$ cat src/rtl/adc_chan_pkg.sv
package adc_chan_pkg;
  typedef enum logic [2:0] {
    ST_IDLE,
    ST_WAIT_HI,
    ST_WAIT_LO,
    ST_SHIFT,
    ST_TEST
  } seq_st_e;

  localparam logic [31:0] LFSR_TAPS = 32'h8020_0003;
endpackage

$ cat src/rtl/adc_chan_seq.sv
module adc_chan_seq
  import adc_chan_pkg::*;
#(
  parameter int TMO_CYC  = 100,
  parameter int TEST_CYC = 4
) (
  input  logic       clk_i,
  input  logic       rst_ni,
  input  logic       start_i,
  input  logic [1:0] mode_i,
  input  logic       adc_busy_i,
  input  logic       rx_done_i,
  output logic       rx_start_o,
  output logic       done_o,
  output logic       done_test_o,
  output logic       test_rand_o,
  output logic       active_o
);
  localparam int TMR_MAX = (TMO_CYC > TEST_CYC) ? TMO_CYC : TEST_CYC;
  localparam int TMR_W   = $clog2(TMR_MAX + 1);
  localparam logic [TMR_W-1:0] TMO_LAST  = TMR_W'(TMO_CYC - 1);
  localparam logic [TMR_W-1:0] TEST_LAST = TMR_W'(TEST_CYC - 1);

  seq_st_e          st_q, st_d;
  logic [TMR_W-1:0] tmr_q, tmr_d;
  logic             rand_q;

  always_comb begin
    st_d        = st_q;
    tmr_d       = tmr_q + 1'b1;
    rx_start_o  = 1'b0;
    done_o      = 1'b0;
    done_test_o = 1'b0;
    unique case (st_q)
      ST_IDLE: begin
        tmr_d = '0;
        if (start_i) st_d = mode_i[1] ? ST_TEST : ST_WAIT_HI;
      end
      ST_WAIT_HI: begin
        if (adc_busy_i) begin
          st_d  = ST_WAIT_LO;
          tmr_d = '0;
        end else if (tmr_q == TMO_LAST) begin
          st_d = ST_IDLE;
        end
      end
      ST_WAIT_LO: begin
        if (!adc_busy_i) begin
          st_d       = ST_SHIFT;
          rx_start_o = 1'b1;
        end else if (tmr_q == TMO_LAST) begin
          st_d = ST_IDLE;
        end
      end
      ST_SHIFT: begin
        if (rx_done_i) begin
          st_d   = ST_IDLE;
          done_o = 1'b1;
        end
      end
      ST_TEST: begin
        if (tmr_q == TEST_LAST) begin
          st_d        = ST_IDLE;
          done_o      = 1'b1;
          done_test_o = 1'b1;
        end
      end
      default: st_d = ST_IDLE;
    endcase
  end

  always_ff @(posedge clk_i or negedge rst_ni) begin
    if (!rst_ni) begin
      st_q   <= ST_IDLE;
      tmr_q  <= '0;
      rand_q <= 1'b0;
    end else begin
      st_q  <= st_d;
      tmr_q <= tmr_d;
      if (st_q == ST_IDLE && start_i) rand_q <= mode_i[0];
    end
  end

  assign test_rand_o = rand_q;
  assign active_o    = (st_q != ST_IDLE);
endmodule

$ cat src/rtl/adc_serial_rx.sv
module adc_serial_rx #(
  parameter int DATA_W = 18
) (
  input  logic              clk_i,
  input  logic              rst_ni,
  input  logic              start_i,
  input  logic              sdata_i,
  output logic              sclk_o,
  output logic              sync_o,
  output logic              done_o,
  output logic [DATA_W-1:0] data_o
);
  localparam int CNT_W = $clog2(DATA_W);
  localparam logic [CNT_W-1:0] BIT_LAST = CNT_W'(DATA_W - 1);

  logic              active_q, sclk_q, sync_q, done_q;
  logic [CNT_W-1:0]  bit_q;
  logic [DATA_W-1:0] sh_q;

  always_ff @(posedge clk_i or negedge rst_ni) begin
    if (!rst_ni) begin
      active_q <= 1'b0;
      sclk_q   <= 1'b0;
      sync_q   <= 1'b0;
      done_q   <= 1'b0;
      bit_q    <= '0;
      sh_q     <= '0;
    end else if (start_i) begin
      active_q <= 1'b1;
      sync_q   <= 1'b1;
      sclk_q   <= 1'b0;
      done_q   <= 1'b0;
      bit_q    <= '0;
    end else if (active_q) begin
      sync_q <= 1'b0;
      done_q <= 1'b0;
      if (!sclk_q) begin
        sclk_q <= 1'b1;
      end else begin
        // sample at the end of the high phase; converter moves data on the fall
        sclk_q <= 1'b0;
        sh_q   <= {sh_q[DATA_W-2:0], sdata_i};
        if (bit_q == BIT_LAST) begin
          active_q <= 1'b0;
          done_q   <= 1'b1;
        end else begin
          bit_q <= bit_q + 1'b1;
        end
      end
    end else begin
      done_q <= 1'b0;
    end
  end

  assign sclk_o = sclk_q;
  assign sync_o = sync_q;
  assign done_o = done_q;
  assign data_o = sh_q;
endmodule

$ cat src/rtl/adc_test_pattern.sv
module adc_test_pattern
  import adc_chan_pkg::*;
#(
  parameter int DATA_W = 18,
  parameter int CHAN_W = 4,
  parameter int LFSR_W = 32
) (
  input  logic              clk_i,
  input  logic              rst_ni,
  input  logic              adv_i,
  input  logic              rand_i,
  input  logic [CHAN_W-1:0] chan_i,
  output logic [DATA_W-1:0] pattern_o
);
  localparam int CNT_W = DATA_W - CHAN_W;
  localparam logic [LFSR_W-1:0] TAPS = LFSR_TAPS[LFSR_W-1:0];

  logic [CNT_W-1:0]  cnt_q;
  logic [LFSR_W-1:0] lfsr_q, lfsr_nxt;

  assign lfsr_nxt = (lfsr_q >> 1) ^ (lfsr_q[0] ? TAPS : '0);

  always_ff @(posedge clk_i or negedge rst_ni) begin
    if (!rst_ni) begin
      cnt_q  <= '0;
      lfsr_q <= LFSR_W'(1);
    end else if (adv_i) begin
      if (rand_i) lfsr_q <= lfsr_nxt;
      else        cnt_q  <= cnt_q + 1'b1;
    end
  end

  assign pattern_o = rand_i ? lfsr_q[DATA_W-1:0] : {chan_i, cnt_q};
endmodule

$ cat src/rtl/adc_chan_ctrl.sv
module adc_chan_ctrl #(
  parameter int DATA_W   = 18,
  parameter int CHAN_W   = 4,
  parameter int TMO_CYC  = 100,
  parameter int TEST_CYC = 4
) (
  input  logic              clk_i,
  input  logic              rst_ni,
  input  logic              go_i,
  input  logic [1:0]        mode_i,
  input  logic [CHAN_W-1:0] chan_i,
  input  logic              adc_busy_i,
  input  logic              adc_sdata_i,
  output logic              adc_sclk_o,
  output logic              adc_sync_o,
  output logic              conv_busy_o,
  output logic [DATA_W-1:0] data_o,
  output logic              data_valid_o
);
  logic              go_q, go_rise;
  logic              rx_start, rx_done, done, done_test, test_rand;
  logic [DATA_W-1:0] rx_data, pat;
  logic [DATA_W-1:0] data_q;
  logic              valid_q;

  always_ff @(posedge clk_i or negedge rst_ni) begin
    if (!rst_ni) go_q <= 1'b0;
    else         go_q <= go_i;
  end
  assign go_rise = go_i & ~go_q;

  adc_chan_seq #(.TMO_CYC(TMO_CYC), .TEST_CYC(TEST_CYC)) u_seq (
    .clk_i       (clk_i),
    .rst_ni      (rst_ni),
    .start_i     (go_rise),
    .mode_i      (mode_i),
    .adc_busy_i  (adc_busy_i),
    .rx_done_i   (rx_done),
    .rx_start_o  (rx_start),
    .done_o      (done),
    .done_test_o (done_test),
    .test_rand_o (test_rand),
    .active_o    (conv_busy_o)
  );

  adc_serial_rx #(.DATA_W(DATA_W)) u_rx (
    .clk_i   (clk_i),
    .rst_ni  (rst_ni),
    .start_i (rx_start),
    .sdata_i (adc_sdata_i),
    .sclk_o  (adc_sclk_o),
    .sync_o  (adc_sync_o),
    .done_o  (rx_done),
    .data_o  (rx_data)
  );

  adc_test_pattern #(.DATA_W(DATA_W), .CHAN_W(CHAN_W)) u_pat (
    .clk_i     (clk_i),
    .rst_ni    (rst_ni),
    .adv_i     (done_test),
    .rand_i    (test_rand),
    .chan_i    (chan_i),
    .pattern_o (pat)
  );

  always_ff @(posedge clk_i or negedge rst_ni) begin
    if (!rst_ni) begin
      data_q  <= '0;
      valid_q <= 1'b0;
    end else begin
      valid_q <= done;
      if (done) data_q <= done_test ? pat : rx_data;
    end
  end

  assign data_o       = data_q;
  assign data_valid_o = valid_q;
endmodule

$ cat config.mk
export PLATFORM = sky130hd
export DESIGN_NAME = adc_chan_ctrl
export DESIGN_NICKNAME = d
export VERILOG_FILES = /design/src/rtl/adc_chan_pkg.sv /design/src/rtl/adc_chan_seq.sv /design/src/rtl/adc_serial_rx.sv /design/src/rtl/adc_test_pattern.sv /design/src/rtl/adc_chan_ctrl.sv
export SDC_FILE = /design/constraint.sdc
export NUM_CORES = 1
export LEC_CHECK = 0
export ABC_AREA = 1
export BUFFER_PORTS_ARGS = -buffer_cell sky130_fd_sc_hd__buf_2
export CORE_UTILIZATION = 48
export CTS_CLUSTER_DIAMETER = 150
export CTS_CLUSTER_SIZE = 40
export DETAILED_ROUTE_END_ITERATION = 10
export GPL_ROUTABILITY_DRIVEN = 0
export PLACE_DENSITY_LB_ADDON = 0.15
export SETUP_SLACK_MARGIN = 0.02
export SYNTH_ARGS = -nofsm -noshare
export SYNTH_HDL_FRONTEND = slang
export SYNTH_HIERARCHICAL = 1
export SYNTH_SLANG_ARGS = --single-unit
$ cat constraint.sdc
create_clock -name clk_i -period 2.26 [get_ports clk_i]
set_input_delay 0.452 -clock clk_i [delete_from_list [all_inputs] [get_ports clk_i]]
set_output_delay 0.452 -clock clk_i [all_outputs]
set_load 0.05 [all_outputs]
======== Word level (Yosys, flattened, before mapping) ========
Cells that the tools add are included.
word-level totals
  flip-flop bits (word level) ............. 104
  input bits .............................. 11
  word-level logic and storage cells ...... 79
cells by class
  bitwise logic cells ..................... 5
  reduce and logical (&&, ||, !) cells .... 10
  add/sub/neg operators ................... 3
  eq/ne operators ......................... 11
  muxes and demuxes ....................... 36
operator list
  operator                                                          number
  18-bit two-way mux                                                2
  32-bit two-way mux                                                1
  31-bit by 32-bit bitwise XOR with 32-bit output                   1
  3-bit two-way mux                                                 7
  5-bit two-way mux                                                 4
  1-bit two-way mux                                                 18
  3-bit one-hot mux with 5 select lines                             1
  14-bit by 1-bit adder with 14-bit output (second input constant)  1
  7-bit one-hot mux with 2 select lines                             1
  3-bit AND reduction                                               3
  7-bit by 1-bit adder with 7-bit output (second input constant)    1
  7-bit by 2-bit == test with 1-bit output (second input constant)  1
  7-bit == test (second input constant)                             1
  7-bit two-way mux                                                 1
  3-bit by 2-bit == test with 1-bit output (second input constant)  2
  2-bit by 1-bit != test with 1-bit output (second input constant)  3
  5-bit by 1-bit adder with 5-bit output (second input constant)    1
  5-bit == test (second input constant)                             1
  2-bit AND reduction                                               2
  2-bit nonzero test                                                2
  3-bit by 1-bit == test with 1-bit output (second input constant)  1
  3-bit == test (second input constant)                             1
  3-bit logical NOT                                                 1
  1-bit inverter                                                    3
  other kinds (5)                                                   5

======== Depth between registers and ports, before layout ========
  depth in word-level cells ............... 5
  gate-level depth with buffers ........... 11
  gate-level depth less buffers ........... 11

======== Cells and area by module ========
The synthesis kept the hierarchy.
modules (own cells, without submodules)
  module            times used  seq. area each (sq um)  area each (sq um)  cells an instance
  adc_test_pattern  1           1152.4                  2103.3             248
  adc_serial_rx     1           675.6                   1159.9             130
  adc_chan_ctrl     1           500.5                   1071.0             156
  adc_chan_seq      1           275.3                   620.6              83

======== Least setup slack after synthesis ========
OpenSTA, ideal clock, no wires.
  path kind ............................... flip-flop to flip-flop
  start point ............................. register u_seq.tmr_q[0]
  end point ............................... register u_pat.cnt_q[9]
  stages on the path, launching flop included .. 10
  arrival ................................. 1.618 ns
  path buffers ............................ 0
  slack ................................... 0.520 ns
  library setup time ...................... 0.122 ns
  cell sequence ........................... dfrtp_1 ha_1 nand2_1 nor2_1 nand2_1 nor2_1 nand3_2 nor3_4 nand2_1 xor2_1
on the way
  word-level cells in the longest chain between the ends .. 4
ends and longest elaborated chain
  item                                      line                    RTL
  from (decl)                               adc_chan_seq.sv:25      logic [TMR_W-1:0] tmr_q, tmr_d;
  from (signal assigned)                    adc_chan_seq.sv:79      tmr_q <= tmr_d;
  7-bit by 2-bit == test with 1-bit output  adc_chan_seq.sv:62      if (tmr_q == TEST_LAST) begin
  1-bit two-way mux                         adc_chan_seq.sv:62
  1-bit two-way mux                         adc_chan_seq.sv:34      unique case (st_q)
  named net done_test                       adc_chan_ctrl.sv:21     logic rx_start, rx_done, done, done_test, test_rand;
  2-bit AND reduction (no line)             -
  to (signal assigned)                      adc_test_pattern.sv:29  else cnt_q <= cnt_q + 1'b1;
  to (decl)                                 adc_test_pattern.sv:18  logic [CNT_W-1:0] cnt_q;
The timed path passes the listed nets, and every way through them passes these cells.
A chain may end at the register's enable or synchronous reset.

======== Worst setup path in the final report ========
Same ends and word-level chain as after synthesis.

==> impl_metrics.ini <==
[run_status]
status = finished clean

[worst_setup_path]
start_kind = register
cp_cell_sequence = ha_1 -> nand2_1 -> nor2_1 -> nand2_1 -> nor2_2 -> buf_12 -> nand3_2 -> nor3_4 -> nand2_1 -> xor2_1
max_stage_delay_ns = 0.38
path_class = register to register
critPathRequiredTime_ns = 2.52
r2r_slack_ns = 0.29
crit_arrival_ns = 2.23
crit_fanout = 22
crit_top_cell = nand2_1
cp_slowest_cell = dfrtp_1
endpoint_kind = register

[route]
wl_mm = 9.60
route.detailed.drc = 0
drt_first_pass_iters = 5
viasPerCell = 4.84
ant_nets = 0
routedWlPerCell_microns = 12.2
drtIter0Drc = 237
dr_total_vias = 3798

[timing]
worst_pin_slew_ns = 0.568
worst_slack_ns = 0.287
setup_tns_ns = 0
rsz0062_at_grt = false
skew_ns = 0.0135
report.final.slew_viol_count = 0
finalCriticalPeriod_ns = 1.97
finalHoldViolations = 0
min_period_over_period = 0.873
setup_viol = 0
max_freq_mhz = 507
relSlewSlack = 0.621

[logic_synthesis]
ys_ff_latch = 104
netlist_area_sq_um = 4950
synth_cells = 617
yosys-top-cells-area = dfrtp_1 (52%), nand2_1 (16%), inv_1 (7.0%)
yosys.area.top_type_share = 0.520
ys_top_cells_by_count = nand2_1 (210), dfrtp_1 (103), inv_1 (93)
synth_area_leader_cell = dfrtp_1
synth-main-ff-cell = dfrtp_1
yosys.cell_count.top_type = nand2_1
synth-seq-area-share = 0.526
synth.distinct_cells = 32
yosysWarningCount = 6
syn_nets = 632
syn_avg_cell_area_sq_um = 8.03
synth_edf_count = 0
synthArstFlopShare = 1.00

[floorplanning]
pin_count = 33
fp.dieW_microns = 104
initial_utilization = 0.500
rows = 36
dieArea_sq_um = 10700
die_h_microns = 104
core_sq_um = 9910

[power]
p_comb_frac = 0.328
p_int_mw = 3.29
seqPwrFrac = 0.462
peakVddDrop_mv = 1.08
p_leak_nw = 2.84
clockPowerShare = 0.210
switchingPower_mw = 2.19
swShare = 0.400
finalPower_mw = 5.48
power_density_nw_per_um2 = 1010

[clock_network]
clockRootBuffer = clkbuf_8
clk_pin_slew_worst_paths_ns = 0.10
clock_sinks = 104
htree_levels = 3
clk_latency_ns = 0.38
clockBufferDepth = 2
cts_buffers = 9
cts_tree = yes
hold_buffers = 0

[global_route]
grt_use_total = 0.195
grt_pass1_vias = 3580
grt_antenna_before_repair = 0
grt_max_degree = 55
grt.overflow.total = 0
grt_pass1_wl_mm = 16.6

[worst_hold_path]
hp-class = input port to async pin

[placement]
io_buffers = 32
place_ws_ns = 0.226
dp.cells = 769
dp_hpwl_mm = 6.88

[final_layout]
drive_gt1_frac = 0.120
layout.cells.non_filler = 785
nets = 662
n_fill_cell = 971
diodes = 0
area_delta_synth_final_pct = 9.65

[run]
drv_cap = 0
## cells by family (layout without fill, tap and decap cells)
family	count (synthesis)	count (layout)	synth area share
DFF	104	104	0.526
muxes	1	1	0.00227
buffers and inverters	119	154	0.105
and+or+nand+nor	313	313	0.268
adders and majority gates	4	4	0.0101
xor gates and xnor gates	14	14	0.0247
AOI/OAI and AO/OA	62	62	0.0646
## final cells by class
class | instances | area, sq um | area share
Clock buffer | 10 | 128 | 0.0235
Clock inverter | 6 | 67.6 | 0.0124
Inverter | 98 | 372 | 0.0684
Multi-Input combinational cell | 394 | 1840 | 0.338
Sequential cell | 104 | 2600 | 0.479
Tap cell | 133 | 166 | 0.0306
Timing Repair Buffer | 40 | 260 | 0.0479
## metrics by stage
stage	cell area, sq um	util	hold slack, ns
floorplan	4950	-	0.156
global placement	5240	0.528	0.443
detailed placement	5240	0.528	0.458
CTS	5430	0.548	0.0649
global route	5430	0.548	0.0865
finish	5430	0.548	0.0580
## power by group through the flow
stage	Sequential (mW)	Clock, mW	Combinational (mW)
final	2.53	1.15	1.80
after floorplan	2.78	0	1.19
after global placement	2.55	0	1.76
after global routing	2.58	1.28	2.02
after detailed placement	2.56	0	1.80
after CTS	2.53	1.21	1.81
## timing repair
action                                 CTS  global route
setup endpoints to repair                0             3
endpoints found under the hold margin    0             0
gates resized for setup                  0             1
setup buffers                            0             0
## per-layer routing
| layer | track usage | wire (microns) | share of wire | up-vias |
|---|---|---|---|---|
| met1 | 0.254 | 4580 | 0.48 | 1767 |
| met2 | 0.317 | 4480 | 0.47 | 75 |
| met5 | 0 | 0 | 0 | - |
| met3 | 0.0541 | 387 | 0.040 | 13 |
| li1 | - | - | - | 1943 |
| met4 | 0.0549 | 152 | 0.016 | 0 |
## worst max-delay path: cells and delay by family (launching register included)
kind	cells	cell delay, ns
buffers and inverters	1	0.18
adder cells (fa/ha/maj)	1	0.24
XOR/XNOR	1	0.15
AND/OR/NAND/NOR	7	0.88
flip-flops	1	0.38
## flip-flops by register name (all words and copies together) (netlist names)
name / flops
data_valid_o: 1
u_rx/sclk_o: 1
u_rx/done_o: 1
go_q: 1
u_pat/cnt_q: 14
data_o: 18
u_rx/bit_q: 5
u_pat/lfsr_q: 32
u_seq/tmr_q: 7
u_rx/sync_o: 1
u_seq/st_q: 3
u_seq/test_rand_o: 1
u_rx/data_o: 18
u_rx/active_q: 1
## path summary, 6_finish.rpt
check,startpoint,cells past startpoint,to
worst max register to register,u_seq/tmr_q[0],10,u_pat/cnt_q[9]
min in group clk_i,go_i,1,go_q
worst max-delay path,u_seq/tmr_q[0],10,u_pat/cnt_q[9]
max in group asynchronous,rst_ni,2,u_pat/lfsr_q[0]
worst min-delay path,rst_ni,1,u_pat/lfsr_q[10]
worst min register to register,u_seq/tmr_q[0],1,u_seq/tmr_q[0]
## cell usage in the layout (no fill, tap or decap), types with 3 or more instances in the layout
cell	synthesis	routed
buf_2	6	31
nand3_1	31	31
inv_1	93	93
dfrtp_1	103	103
nand4_1	14	14
o21ai_0	41	40
nand2_2	4	4
nand3_2	3	3
o21ai_1	4	5
nor3_1	3	3
xor2_1	10	10
xnor2_1	4	4
ha_1	4	4
inv_2	3	3
nor2_1	41	40
nand2_1	210	210
buf_12	0	3
a21oi_1	14	14
buf_4	2	6
clkbuf_8	0	9
No activity file was read; power rests on OpenSTA's default activity.
